$ cat src/rtl/wp_seq_guard.sv
module wp_seq_guard #(
  parameter int ADDR_W      = 15,
  parameter int DATA_W      = 8,
  parameter int LOAD_WINDOW = 16,
  parameter bit PROT_INIT   = 1'b0,
  parameter logic [ADDR_W-1:0] KEY_ADDR_A   = 15'h5555,
  parameter logic [ADDR_W-1:0] KEY_ADDR_B   = 15'h2AAA,
  parameter logic [DATA_W-1:0] KEY_OPEN1    = 8'hAA,
  parameter logic [DATA_W-1:0] KEY_OPEN2    = 8'h55,
  parameter logic [DATA_W-1:0] KEY_ARM      = 8'hA0,
  parameter logic [DATA_W-1:0] KEY_CLR_PRE  = 8'h80,
  parameter logic [DATA_W-1:0] KEY_CLR      = 8'h20
) (
  input  logic              clk,
  input  logic              rst_n,
  input  logic              wr_stb,
  input  logic [ADDR_W-1:0] wr_addr,
  input  logic [DATA_W-1:0] wr_data,
  input  logic              eng_busy,
  output logic              commit_o,
  output logic              suppress_o,
  output logic              timer_o,
  output logic              prot_o
);

  localparam int CNT_W = $clog2(LOAD_WINDOW + 1);
  localparam logic [CNT_W-1:0] GAP_LAST = CNT_W'(LOAD_WINDOW - 1);

  typedef enum logic [1:0] {PH_IDLE, PH_KEY, PH_GUARD, PH_LOAD} ph_t;

  ph_t              ph_q;
  logic [2:0]       step_q;
  logic             guard_val_q;
  logic [CNT_W-1:0] gap_q;
  logic             pend_q, pend_val_q, busy_q, prot_q;
  logic             commit_q, suppress_q, timer_q;

  logic              acc, keying, hit, arm_done, clr_done, expire;
  logic [2:0]        cur_step;
  logic [ADDR_W-1:0] exp_addr;
  logic [DATA_W-1:0] exp_data;

  assign acc      = wr_stb && !eng_busy;
  assign keying   = (ph_q == PH_IDLE) || (ph_q == PH_KEY);
  assign cur_step = (ph_q == PH_KEY) ? step_q : 3'd0;
  assign exp_addr = (cur_step == 3'd1 || cur_step == 3'd4) ? KEY_ADDR_B : KEY_ADDR_A;

  always_comb begin
    case (cur_step)
      3'd0, 3'd3: exp_data = KEY_OPEN1;
      3'd1, 3'd4: exp_data = KEY_OPEN2;
      3'd2:       exp_data = KEY_CLR_PRE;
      default:    exp_data = KEY_CLR;
    endcase
  end

  assign arm_done = (cur_step == 3'd2) && (wr_addr == KEY_ADDR_A) && (wr_data == KEY_ARM);
  assign hit      = arm_done || ((wr_addr == exp_addr) && (wr_data == exp_data));
  assign clr_done = (cur_step == 3'd5) && hit;
  assign expire   = !acc && (ph_q != PH_IDLE) && (gap_q == GAP_LAST);

  always_ff @(posedge clk) begin
    if (!rst_n) begin
      ph_q        <= PH_IDLE;
      step_q      <= 3'd0;
      guard_val_q <= 1'b0;
      gap_q       <= '0;
      pend_q      <= 1'b0;
      pend_val_q  <= 1'b0;
      busy_q      <= 1'b0;
      prot_q      <= PROT_INIT;
      commit_q    <= 1'b0;
      suppress_q  <= 1'b0;
      timer_q     <= 1'b0;
    end else begin
      busy_q     <= eng_busy;
      commit_q   <= 1'b0;
      suppress_q <= 1'b0;
      timer_q    <= 1'b0;

      if (acc) gap_q <= '0;
      else if (ph_q != PH_IDLE && gap_q != GAP_LAST) gap_q <= gap_q + 1'b1;

      if (acc) begin
        if (keying && hit) begin
          suppress_q <= 1'b1;
          if (arm_done || clr_done) begin
            ph_q        <= PH_GUARD;
            guard_val_q <= arm_done;
            step_q      <= 3'd0;
          end else begin
            ph_q   <= PH_KEY;
            step_q <= cur_step + 3'd1;
          end
        end else if (ph_q == PH_GUARD) begin
          commit_q <= 1'b1;
        end else begin
          commit_q <= !prot_q;
          ph_q     <= PH_LOAD;
          step_q   <= 3'd0;
        end
      end else if (expire) begin
        timer_q <= (ph_q == PH_GUARD) || (ph_q == PH_LOAD);
        if (ph_q == PH_GUARD) begin
          pend_q     <= 1'b1;
          pend_val_q <= guard_val_q;
        end
        ph_q   <= PH_IDLE;
        step_q <= 3'd0;
      end

      if (pend_q && busy_q && !eng_busy) begin
        prot_q <= pend_val_q;
        pend_q <= 1'b0;
      end
    end
  end

  assign commit_o   = commit_q;
  assign suppress_o = suppress_q;
  assign timer_o    = timer_q;
  assign prot_o     = prot_q;

  AST_BUSY_IGNORED: assert property (@(posedge clk) disable iff (!rst_n)
    (commit_o || suppress_o) |-> ($past(wr_stb) && !$past(eng_busy)));
  AST_LOCKED_NO_COMMIT: assert property (@(posedge clk) disable iff (!rst_n)
    commit_o |-> (!$past(prot_o) || $past(ph_q) == PH_GUARD));
  AST_PROT_ON_BUSY_FALL: assert property (@(posedge clk) disable iff (!rst_n)
    !$stable(prot_o) |-> ($past(busy_q) && !$past(eng_busy)));
  AST_TIMER_SINGLE: assert property (@(posedge clk) disable iff (!rst_n)
    timer_o |=> !timer_o);
  AST_TIMER_QUIET_WINDOW: assert property (@(posedge clk) disable iff (!rst_n)
    timer_o |-> !$past(acc));
  AST_KEY_NOT_STORED: assert property (@(posedge clk) disable iff (!rst_n)
    suppress_o |-> !commit_o);

endmodule

$ cat config.mk
export PLATFORM = sky130hd
export DESIGN_NAME = wp_seq_guard
export DESIGN_NICKNAME = d
export VERILOG_FILES = /design/src/rtl/wp_seq_guard.sv
export SDC_FILE = /design/constraint.sdc
export NUM_CORES = 1
export LEC_CHECK = 0
export CAP_MARGIN = 40
export CORE_MARGIN = 4
export CORE_UTILIZATION = 54
export CTS_BUF_LIST = sky130_fd_sc_hd__clkbuf_8
export DETAILED_ROUTE_END_ITERATION = 8
export PLACE_DENSITY = 0.93
export SKIP_CTS_REPAIR_TIMING = 1
export SLEW_MARGIN = 10
export SYNTH_ARGS = -nofsm -noshare
export SYNTH_HDL_FRONTEND = slang
export SYNTH_SLANG_ARGS = --single-unit
$ cat constraint.sdc
create_clock -name clk -period 4.1 [get_ports clk]
set_clock_uncertainty 0.2 [all_clocks]
set_input_delay 0.615 -clock clk [delete_from_list [all_inputs] [get_ports clk]]
set_output_delay 0.615 -clock clk [all_outputs]
set_load 0.01 [all_outputs]
## After elaboration in Yosys (flattened, before gate mapping)

Index checks and enable logic that the tools add are counted.

| word-level totals | value |
|---|---|
| bits in latches | 0 |
| input port bits | 27 |
| bits in writable memories | 0 |
| word-level logic and storage cells | 79 |
| bits in registers | 18 |
| memory bits (read-only) | 0 |
| memories kept | 0 |
| output and inout port bits | 4 |

| cells by class | value |
|---|---|
| magnitude comparators | 0 |
| divide/modulo/power cells | 0 |
| add/subtract/negate cells | 2 |
| reduce and logical (&&, ||, !) cells | 33 |
| muxes and demuxes | 15 |
| eq/ne operators | 15 |
| shifts and indexed selects | 0 |
| bitwise operators | 3 |
| multiply operators | 0 |

Operators with widths:

| cell | number |
|---|---|
| 8-bit case mux with 3 select lines | 1 |
| 3-bit two-way mux | 6 |
| 15-bit == test | 1 |
| 15-bit == test, second input constant | 1 |
| 15-bit two-way mux | 1 |
| 1-bit logical AND | 11 |
| 2-bit two-way mux | 5 |
| 8-bit == test | 1 |
| 8-bit == test, second input constant | 1 |
| 2-bit OR reduction | 4 |
| 3-bit by 2-bit == test with 1-bit output, second input constant | 2 |
| 3-bit == test, second input constant | 2 |
| 3-bit AND reduction | 2 |
| 3-bit OR reduction | 2 |
| 5-bit by 1-bit adder with 5-bit output, second input constant | 1 |
| 5-bit by 4-bit == test with 1-bit output, second input constant | 1 |
| 1-bit logical OR | 5 |
| 5-bit by 4-bit != test with 1-bit output, second input constant | 1 |
| 2-bit == test, second input constant | 2 |
| 2-bit AND reduction | 2 |
| 2-bit nonzero test | 2 |
| 3-bit by 1-bit adder with 3-bit output, second input constant | 1 |
| 3-bit by 1-bit == test with 1-bit output, second input constant | 1 |
| 1-bit logical NOT | 3 |
| other kinds (6) | 9 |

## Longest topological paths before layout

| depth | value |
|---|---|
| depth after elaboration | 13 |
| mapped depth | 11 |

## Worst setup path before layout

OpenSTA, ideal clock, no wires.

| timing | value |
|---|---|
| path type | reg2reg |
| from | reg ph_q[0] |
| to | reg step_q[2] |
| setup time | 0.067 ns |
| buffers on the path | 2 |
| required time | 3.833 ns |
| cell stages (with the launch flop) | 12 |
| slack | 1.564 ns |
| arrival | 2.269 ns |
| cell sequence | dfxtp_1 -> buf_6 -> nor2b_4 -> buf_6 -> and3_1 -> ha_1 -> nand2b_1 -> or3_1 -> a221oi_2 -> o2111ai_1 -> or2_4 -> o21ai_2 |

| on the way | value |
|---|---|
| cells in the longest elaborated chain, start to end | 13 |

RTL lines:

| what | RTL line | RTL |
|---|---|---|
| start: declaration | 31 | `ph_t ph_q;` |
| start signal: assignment | 64 | `ph_q <= PH_IDLE;` |
| start signal: assignment | 88 | `ph_q <= PH_GUARD;` |
| start signal: assignment | 92 | `ph_q <= PH_KEY;` |
| 2-bit by 1-bit == test with 1-bit output | 44, 45 |  |
| 3-bit two-way mux | 45 | `assign cur_step = (ph_q == PH_KEY) ? step_q : 3'd0;` |
| 3-bit by 1-bit == test with 1-bit output, or another cell as far along | 46, 49 |  |
| 2-bit OR reduction / 1-bit logical OR (equally long branches) | 49, 46 |  |
| 8-bit case mux with 3 select lines / 15-bit two-way mux (equally long branches) | 49, 46 |  |
| 8-bit == test / 15-bit == test (equally long branches) | 58 | `assign hit = arm_done \|\| ((wr_addr == exp_addr) && (wr_data == exp_data));` |
| 1-bit logical AND | 58 |  |
| 1-bit logical OR | 58 |  |
| 1-bit logical AND | 59 | `assign clr_done = (cur_step == 3'd5) && hit;` |
| 1-bit logical OR | 87 | `if (arm_done \|\| clr_done) begin` |
| 3-bit two-way mux | 87 |  |
| 3-bit two-way mux | 85 | `if (keying && hit) begin` |
| 3-bit two-way mux | 84 | `if (acc) begin` |
| end signal: assignment | 93 | `step_q <= cur_step + 3'd1;` |
| end: declaration | 32 | `logic [2:0] step_q;` |

Parallel ways exist; a longest one is shown, timed or not.
A chain may end at the register's enable or synchronous reset.

## Worst setup path after layout

Ends and elaborated chain as after synthesis.

==> results.py <==
metrics = {
    "power": {
        "internal_power_mw": 0.283,
        "ir_worst_vdd_mv": 0.285,
        "comb_power_share": 0.174,
        "power.leakage_nw": 0.564,
        "pwr-share-clk": 0.326,
        "seqPwrFrac": 0.501,
        "swShare": 0.236,
        "finalPower_mw": 0.371,
        "switchingPower_mw": 0.0875,
        "power-per-cell-area_mw_per_mm2": 246,
    },
    "sta": {
        "relSlewSlack": 0.601,
        "setup_tns_ps": 0,
        "rsz0062_at_grt": "false",
        "hold_slack_ps": 318,
        "fmaxAchievable_mhz": 343,
        "period_share": 0.710,
        "slew_viol_final": 0,
        "hold_violations": 0,
        "setup-violations-final": 0,
        "min_period_ps": 2910,
        "worst_pin_slew_ps": 594,
        "fin_ws_ps": 1190,
    },
    "global_route": {
        "first_global_vias": 1079,
        "grt_antenna_before_repair": 0,
        "grt_pass1_wl_um": 4400,
        "overflow": 0,
        "grt.total_usage": 0.207,
        "grt_max_degree": 12,
    },
    "critical_path": {
        "crit_required_ps": 4090,
        "critPathArrivalTime_ps": 2900,
        "path_class": "flip-flop to flip-flop",
        "worst-r2r-setup-slack_ps": 1190,
        "crit_end": "step_q[2]",
        "reg2reg_depth": 9,
        "cp-startpoint": "ph_q[0]",
        "r2r_end": "step_q[2]",
        "reg2reg_from": "ph_q[0]",
        "critPathMaxFanout": 10,
        "startpoint_type": "flip-flop",
        "critPathCaptureType": "flip-flop",
    },
    "finish": {
        "final_layout_size_suffix_gt1_frac": 0.0679,
        "final_cells": 189,
        "layout.nets": 194,
        "layout.cells.most_common": "clkdlybuf4s50_1",
        "syn2layout_area_growth_pct": 27.0,
        "fill_cells": 148,
        "post-route-util": 0.745,
        "final_cell_mix": "clkdlybuf4s50_1 (30), dfxtp_1 (18), nor2_1 (12)",
        "postLayoutCellArea_mm2": 0.00151,
        "diodes": 0,
    },
    "synth": {
        "synth-seq-cells": 18,
        "synthDistinctLibCells": 43,
        "syn_avg_cell_area_um2": 8.66,
        "synthTopCellsByArea": "dfxtp_1 (30%), nor2b_1 (5.3%), nor2_1 (3.8%)",
        "synth_fp_nets": 167,
        "yosys_warnings": 0,
        "netlist_area_mm2": 0.00119,
        "synth_ff_type": "dfxtp_1",
        "async_reset_ff_frac": 0,
        "netlist_instances": 137,
        "synth-seq-area-share": 0.304,
        "synth_edf_count": 0,
        "synth_top_area_share": 0.304,
        "synth_top_area_cell": "dfxtp_1",
    },
    "outcome": {
        "outcome": "finished clean",
    },
    "hold_path": {
        "min_path_type": "flip-flop to flip-flop",
    },
    "placement": {
        "gp_congestion": 0.756,
        "placed_cell_area_mm2": 0.00147,
        "place.detailed.hpwl_um": 2100,
        "dp_slack_ps": 1110,
        "port_buffers": 30,
        "placed_cells": 186,
    },
    "floorplanning": {
        "fp.dieH_um": 54.9,
        "core_area_mm2": 0.00202,
        "io_pins": 31,
        "start_util": 0.587,
        "die_area_mm2": 0.00301,
        "fp.dieW_um": 54.9,
        "std_cell_rows": 16,
    },
    "drt": {
        "wl_um": 2730,
        "vias": 1104,
        "post_drt_wl_per_cell_um": 14.5,
        "drt_iter0_drc": 25,
        "via_per_inst": 5.84,
        "firstDrtPassIters": 4,
        "drtAntennaViolNets": 0,
        "drcViolationCount": 0,
    },
    "job": {
        "cap_violations": 0,
    },
    "cts": {
        "clkSlewWorstSetupHoldPaths_ps": 60,
        "clock_path_buffers": 2,
        "h-tree-depth": 1,
        "root_buffer": "clkbuf_8",
        "cts_made_buffers": 3,
        "numClockSinks": 18,
        "insertion_delay_ps": 250,
        "cts_tree": "yes",
    },
}
[how the worst min path moves through the flow]
stage                            from     endpoint  slack (ps)  depth (start not counted)
after floorplan              gap_q[3]     gap_q[3]         270                          2
after global placement       gap_q[4]     gap_q[4]         290                          2
after detailed placement  guard_val_q  guard_val_q         310                          2
after CTS                 guard_val_q  guard_val_q         320                          2
after global routing      guard_val_q  guard_val_q         340                          2
final                     guard_val_q  guard_val_q         320                          2
[critical path, stage by stage, from the launching register on]
cell and delay, ps:
dfxtp_1 560, nor2b_4 330, nand2_1 90, ha_1 220, nand2b_1 160, or3_1 360, a221oi_2 290, o2111ai_1 220
or2_4 300, o21ai_2 130
[cells in the mapped netlist (2+ instances only)]
cell type,instances
buf_6,3
nor4bb_1,3
nand3_1,4
nor4b_1,3
nor2_1,12
ha_1,3
nand4_1,5
and2_1,2
nand2b_1,3
inv_1,2
nor4_1,2
nor2b_1,10
o21ai_2,3
nor3_1,4
a21oi_1,3
xnor2_1,4
mux2i_1,3
clkbuf_1,3
dfxtp_1,18
nand2_1,10
nor3b_1,2
xor2_1,3
nand3b_1,3
a211oi_1,2
buf_2,2
and3_1,4
o2111ai_1,2
or3_1,2
o21ai_0,3
[layout make-up]
| class | instances | area [um2] | share of cell area |
|---|---|---|---|
| clock buffers | 3 | 41.3 | 0.0274 |
| inverters | 2 | 7.51 | 0.00498 |
| multi-input cells | 109 | 763 | 0.507 |
| flip-flops and latches | 18 | 360 | 0.239 |
| well taps | 27 | 33.8 | 0.0224 |
| repair buffers | 30 | 300 | 0.199 |
[power by group through the flow]
stage	registers (mW)	logic, mW	clock network, mW
floorplan	0.185	0.0358	0
global placement	0.189	0.0611	0
detailed placement	0.189	0.0635	0
CTS	0.185	0.0643	0.126
global route	0.186	0.0696	0.134
finish	0.186	0.0644	0.121
[flip-flops by register name (all words and copies together), names as in the netlist]
signal	flops
pend_q	1
guard_val_q	1
prot_o	1
pend_val_q	1
ph_q	2
gap_q	5
timer_o	1
commit_o	1
suppress_o	1
step_q	3
busy_q	1
[cell families (layout without fill, tap and decap cells)]
family,after synthesis,after routing,synth area share
simple gates,74,74,0.386
compound gates,21,21,0.139
flops,18,18,0.304
buf+inv,10,35,0.0527
xor+xnor,7,7,0.0517
mux,4,4,0.0348
fa+ha+maj,3,3,0.0316
[metal layers]
layer	wire [um]	vias to the layer above	track usage
met5	0	-	0
met4	69	0	0.149
met3	261	7	0.0545
met2	1260	46	0.368
met1	1140	504	0.205
li1	-	547	-
Power figures use the tool's default switching activity.
